--- config.mk ---
export PLATFORM = sky130hd
export DESIGN_NAME = cc_timer
export DESIGN_NICKNAME = d
export VERILOG_FILES = /design/src/rtl/cc_timer_pkg.sv /design/src/rtl/cc_timer_count.sv /design/src/rtl/cc_timer_match.sv /design/src/rtl/cc_timer.sv
export SDC_FILE = /design/constraint.sdc
export NUM_CORES = 1
export LEC_CHECK = 0
export BUFFER_PORTS_ARGS = -buffer_cell sky130_fd_sc_hd__buf_2
export CAP_MARGIN = 20
export CORE_ASPECT_RATIO = 0.8
export CORE_MARGIN = 2
export CORE_UTILIZATION = 30
export DETAILED_ROUTE_END_ITERATION = 10
export PLACE_DENSITY = 0.52
export SYNTH_ARGS = -nofsm -noshare
export SYNTH_HDL_FRONTEND = slang
export SYNTH_SLANG_ARGS = --single-unit
--- constraint.sdc ---
create_clock -name clk -period 2.37 [get_ports clk]
set_clock_uncertainty 0.1 [all_clocks]
set_input_delay 0.474 -clock clk [delete_from_list [all_inputs] [get_ports clk]]
set_output_delay 0.474 -clock clk [all_outputs]
set_load 0.02 [all_outputs]
--- src/rtl/cc_timer_pkg.sv ---
package cc_timer_pkg;
  localparam int unsigned TMR_W = 32;

  typedef enum logic {
    SEL_COUNT   = 1'b0,
    SEL_COMPARE = 1'b1
  } cc_sel_e;
endpackage

--- src/rtl/cc_timer_count.sv ---
module cc_timer_count #(
  parameter int unsigned W = 32
) (
  input  logic         clk,
  input  logic         rst_n,
  input  logic         run,
  input  logic         ld,
  input  logic [W-1:0] ld_val,
  output logic [W-1:0] cnt
);
  localparam logic [W-1:0] STEP = {{(W-1){1'b0}}, 1'b1};

  logic ph;

  always_ff @(posedge clk) begin
    if (!rst_n) begin
      cnt <= '0;
      ph  <= 1'b0;
    end else if (ld) begin
      cnt <= ld_val;
      ph  <= 1'b0;
    end else if (run) begin
      ph <= ~ph;
      if (ph) cnt <= cnt + STEP;
    end
  end
endmodule

--- src/rtl/cc_timer_match.sv ---
module cc_timer_match #(
  parameter int unsigned W = 32
) (
  input  logic         clk,
  input  logic         rst_n,
  input  logic         cmp_wr,
  input  logic [W-1:0] cmp_val,
  input  logic [W-1:0] cnt,
  output logic [W-1:0] cmp,
  output logic         irq
);
  always_ff @(posedge clk) begin
    if (!rst_n) begin
      cmp <= '1;
      irq <= 1'b0;
    end else begin
      if (cmp_wr) begin
        cmp <= cmp_val;
        irq <= 1'b0;
      end else if (cnt == cmp) begin
        irq <= 1'b1;
      end
    end
  end
endmodule

--- src/rtl/cc_timer.sv ---
module cc_timer
  import cc_timer_pkg::*;
#(
  parameter int unsigned W = TMR_W
) (
  input  logic         clk,
  input  logic         rst_n,
  input  logic         reg_sel,
  input  logic         reg_wr,
  input  logic [W-1:0] reg_wdata,
  output logic [W-1:0] reg_rdata,
  input  logic         count_dis,
  input  logic         dbg_mode,
  input  logic         dbg_freeze,
  output logic         timer_irq
);
  cc_sel_e     sel;
  logic        run;
  logic        cnt_ld;
  logic        cmp_ld;
  logic [W-1:0] cnt_q;
  logic [W-1:0] cmp_q;

  assign sel    = cc_sel_e'(reg_sel);
  assign run    = !count_dis && !(dbg_mode && dbg_freeze);
  assign cnt_ld = reg_wr && (sel == SEL_COUNT);
  assign cmp_ld = reg_wr && (sel == SEL_COMPARE);

  cc_timer_count #(.W(W)) u_count (
    .clk    (clk),
    .rst_n  (rst_n),
    .run    (run),
    .ld     (cnt_ld),
    .ld_val (reg_wdata),
    .cnt    (cnt_q)
  );

  cc_timer_match #(.W(W)) u_match (
    .clk     (clk),
    .rst_n   (rst_n),
    .cmp_wr  (cmp_ld),
    .cmp_val (reg_wdata),
    .cnt     (cnt_q),
    .cmp     (cmp_q),
    .irq     (timer_irq)
  );

  always_comb begin
    case (sel)
      SEL_COMPARE: reg_rdata = cmp_q;
      default:     reg_rdata = cnt_q;
    endcase
  end
endmodule

**Word-level counts from Yosys, hierarchy flattened**

Cells that the tools add are included.

- Word-level logic and storage cells: 24
- Output and inout bits: 33
- Bits of input ports: 39
- Register bits: 66

- Reductions and logical operators: 11
- Bitwise gates (word level): 3
- Mux-type cells: 4
- Add/subtract/negate cells: 1
- Equal/unequal tests: 1

Operator list:

| kind | number |
|---|---|
| 2-to-1 mux 32 bit | 4 |
| adder 32 x 1 -> 32 bit (second input constant) | 1 |
| equality test 32 bit | 1 |
| logical AND 1 bit | 4 |
| nonzero test 2 bit | 2 |
| OR reduction 2 bit | 2 |
| inverter 1 bit | 3 |
| zero test 1 bit | 2 |
| AND reduction 2 bit | 1 |

**Logic depth before layout (Yosys ltp)**

- Depth in word-level cells: 5
- Depth in mapped cells: 7
- Mapped depth without buffers: 6

**Cells and area by module**

Synthesis repeated with hierarchy kept, for this count alone.

- Cells, all modules: 422
- Area total of the unflattened synthesis: 3905.0 um^2

By module, submodules not included:

| module | cells each | area each (um^2) | instances |
|---|---|---|---|
| cc_timer_count | 234 | 1859.3 | 1 |
| cc_timer_match | 149 | 1496.4 | 1 |
| cc_timer | 39 | 549.3 | 1 |

**Worst setup path after synthesis**

OpenSTA, ideal clock, no wires.

- Path kind: in2out
- From: input reg_sel
- To: output reg_rdata[14]
- Setup slack: 0.256 ns
- Cell stages on the path: 3
- Path buffers: 2
- Arrival time: 1.540 ns
- Required time: 1.796 ns
- Cell sequence: clkbuf_1 > buf_1 > mux2_2

- Word-level cells in the longest chain between the ends: 1

RTL lines:

| what | RTL line | source |
|---|---|---|
| from (decl) | cc_timer.sv:8 | `input logic reg_sel,` |
| 2-to-1 mux 32 bit | cc_timer.sv:49 | `case (sel)` |
| to (decl) | cc_timer.sv:11 | `output logic [W-1:0] reg_rdata,` |

No other way between the ends.

**Worst setup path after layout**

- From: input reg_sel
- To: output reg_rdata[7]

Same word-level chain as after synthesis.

==> flow_metrics.env <==
export IMPL_wl_per_cell_um=16.5
export IMPL_status="complete, no violations"
export IMPL_crit_type="in2out"
export IMPL_clockRootBuffer="clkbuf_16"
export IMPL_start_kind="input pin"
export IMPL_ctsHoldBuffers=0
export IMPL_fin_tns_setup_ps=0
export IMPL_setup_viol=0
export IMPL_ys_ff_latch=66
export IMPL_grt_busiest_layer="met1"
export IMPL_synth_fp_nets=497
export IMPL_track_usage_pct=17.4
export IMPL_clk_pin_slew_ps=60
export IMPL_clock_latency_ps=340
export IMPL_grt_overflow=0
export IMPL_ant_nets=0
export IMPL_cp_depth=4
export IMPL_period_share_pct=86.2
export IMPL_seq_area_frac_synth_pct=34.4
export IMPL_power_leakage_uw=0.00178
export IMPL_cpPeakStageDelay_ps=340
export IMPL_grtUsageMet2_pct=24.1
export IMPL_route_vias_total=3513
export IMPL_ys_top_cells_by_count="nand2_1 (80), dfxtp_1 (66), xnor2_1 (57)"
export IMPL_yosys_area_top_type="dfxtp_1"
export IMPL_drv_slew=0
export IMPL_cts_buffers=9
export IMPL_crit_slowest_cell="mux2_2"
export IMPL_ioPinCount=72
export IMPL_cpMostUsedCell="buf_2"
export IMPL_initial_core_util_pct=31.1
export IMPL_viasPerCell=5.01
export IMPL_crit_arrival_ps=1470
export IMPL_synth_top_area_share_pct=34.4
export IMPL_holdPathStages=3
export IMPL_crit_chain="buf_2 -> buf_4 -> mux2_2 -> buf_2"
export IMPL_cts_sinks=66
export IMPL_period_needed_ps=2040
export IMPL_row_count=36
export IMPL_synth_cell_types=35
export IMPL_fillers=1309
export IMPL_routabilityCongestion=0.822
export IMPL_synth_area_per_cell_um2=8.41
export IMPL_met3_usage_pct=3.81
export IMPL_grt_pass1_wl_um=18300
export IMPL_cellPowerDensity_nw_per_um2=678
export IMPL_final_nets=565
export IMPL_rsz0062_at_grt="no"
export IMPL_grt_max_degree=28
export IMPL_critPathMaxFanout=11
export IMPL_first_pass_iters=5
export IMPL_use_met1_pct=25.6
export IMPL_reg2regPathDepth=5
export IMPL_post_place_ws_ps=282
export IMPL_cts_tree="done"
export IMPL_die_x_um=131
export IMPL_syn_cell_area_um2=3840
export IMPL_ys_flop_type="dfxtp_1"
export IMPL_crit_required_ps=1800
export IMPL_tightest_slew_ps=467
export IMPL_crit_buf_inv=3
export IMPL_synth_area_leaders="dfxtp_1 (34%), xnor2_1 (13%), mux2_2 (8.8%)"
export IMPL_vdd_ir_drop_max_mv=0.307
export IMPL_synthesis_yosys_warnings=0
export IMPL_routed_wl_um=11600
export IMPL_cts_setup_buffers=0
export IMPL_worst_slack_ps=326
export IMPL_drive_above_1_share_pct=30.2
export IMPL_core_region_area_um2=12300
export IMPL_fp_dieH_um=105
export IMPL_cts_repair_resized=0
export IMPL_hold_viol_final=0
export IMPL_place_hpwl_um=8610
export IMPL_worstHoldPathType="in2reg"
export IMPL_synthArstFlopShare_pct=0
export IMPL_cp_end_kind="primary output"
export IMPL_drc=0
export IMPL_grt_pass1_vias=3340
export IMPL_synthCells=457
export IMPL_syn2layout_area_growth_pct=23.3
export IMPL_worst_slew_margin_rel_pct=68.9
export IMPL_htree_levels=3
export IMPL_clockBufferDepth=2
export IMPL_drt_iter0_drc=210
export IMPL_cp_top_family="buffers and inverters"
export IMPL_io_buffers=71
export IMPL_yosysMostFrequentCell="nand2_1"
export IMPL_synth_edf_count=0
export IMPL_drv_cap=0
export IMPL_antenna_found_initial=0
export IMPL_die_area_um2=13700
export IMPL_max_freq_ghz=0.489
export IMPL_num_antenna_cells=0
-- layer usage --
metal | part of all wire [%] | routed length [um] | vias up
li1 | - | - | 1739
met1 | 49 | 5700 | 1623
met2 | 42 | 4830 | 129
met3 | 5.8 | 666 | 22
met4 | 3.1 | 358 | 0
met5 | 0 | 0 | -
-- stage by stage --
step                      utilization (%)  total power, uW  hold slack [ps]  cells  cell area, um2
final                                38.4             3220              257    701            4740
after global routing                 38.4             3350              258    701            4740
after CTS                            38.4             3240              249    701            4740
after detailed placement             35.9             1860              387    685            4430
after global placement               35.9             1860              381    685            4430
after floorplan                         -             1640              370    457            3840
-- logic make-up after synthesis --
group                      after synthesis  synth area share (%)
xor gates and xnor gates                62                  14.1
and+or+nand+nor                        201                  29.2
DFF                                     66                  34.4
buffers and inverters                   38                  4.53
adders and majority gates                1                 0.326
AOI/OAI and AO/OA                       58                  8.34
muxes                                   31                  9.05
-- registers in the layout, summed over array words and instances, names as in the netlist --
signal,flops
u_match.irq,1
u_count.cnt,32
u_count.ph,1
u_match.cmp,32
-- worst register-to-register path: cells and delay by family, from the launching register on --
family | cells | cell delay (ps)
multiplexers | 1 | 250
flip-flops | 1 | 430
AND/OR/NAND/NOR | 4 | 1120
-- area by class of cell --
| type | instances | area (um2) | share of cell area [%] |
|---|---|---|---|
| Multi-Input combinational cell | 353 | 2350 | 49.6 |
| Clock buffer | 11 | 253 | 5.33 |
| Tap cell | 171 | 214 | 4.51 |
| Clock inverter | 5 | 52.6 | 1.11 |
| Timing Repair Buffer | 92 | 538 | 11.4 |
| Inverter | 3 | 11.3 | 0.238 |
| Sequential cell | 66 | 1320 | 27.9 |
-- cell usage in the layout, fill, tap and decap left out --
| cell type | count |
|---|---|
| nor2b_1 | 1 |
| nor4_1 | 5 |
| nand3_4 | 3 |
| clkinv_2 | 3 |
| and3_1 | 3 |
| nor2_1 | 9 |
| ha_1 | 1 |
| o21ai_1 | 2 |
| nand3_1 | 47 |
| and2_1 | 4 |
| a21oi_4 | 1 |
| bufinv_16 | 1 |
| clkbuf_8 | 2 |
| mux2_2 | 30 |
| nand2b_2 | 1 |
| nor3b_1 | 1 |
| buf_4 | 19 |
| nand4_1 | 18 |
| nand4_4 | 1 |
| nand2_1 | 80 |
| xnor2_1 | 57 |
| clkinvlp_4 | 1 |
| and3_4 | 1 |
| nor4_2 | 14 |
| a211oi_1 | 6 |
| nand2_4 | 1 |
| buf_12 | 2 |
| nor3_1 | 8 |
| buf_2 | 71 |
| a311oi_1 | 1 |
| inv_1 | 3 |
| a21oi_1 | 22 |
| and4_1 | 4 |
| clkbuf_16 | 9 |
| o21ai_0 | 26 |
| xor2_1 | 5 |
| dfxtp_1 | 66 |
| mux2i_1 | 1 |
-- where the power goes --
group	internal [uW]	switching, uW	total [uW]
logic	247	315	562
registers	1190	94.0	1280
clock network	866	507	1370
-- path summary, 6_finish.rpt --
kind / from / endpoint / slack [ps]
hold reg to reg: u_match.cmp[21] / u_match.cmp[21] / 390
setup reg to reg: u_count.cnt[8] / u_count.cnt[31] / 330
hold / removal: reg_wdata[17] / u_match.cmp[17] / 260
setup / recovery: reg_sel / reg_rdata[7] / 330
No activity file was read; power rests on OpenSTA's default activity.
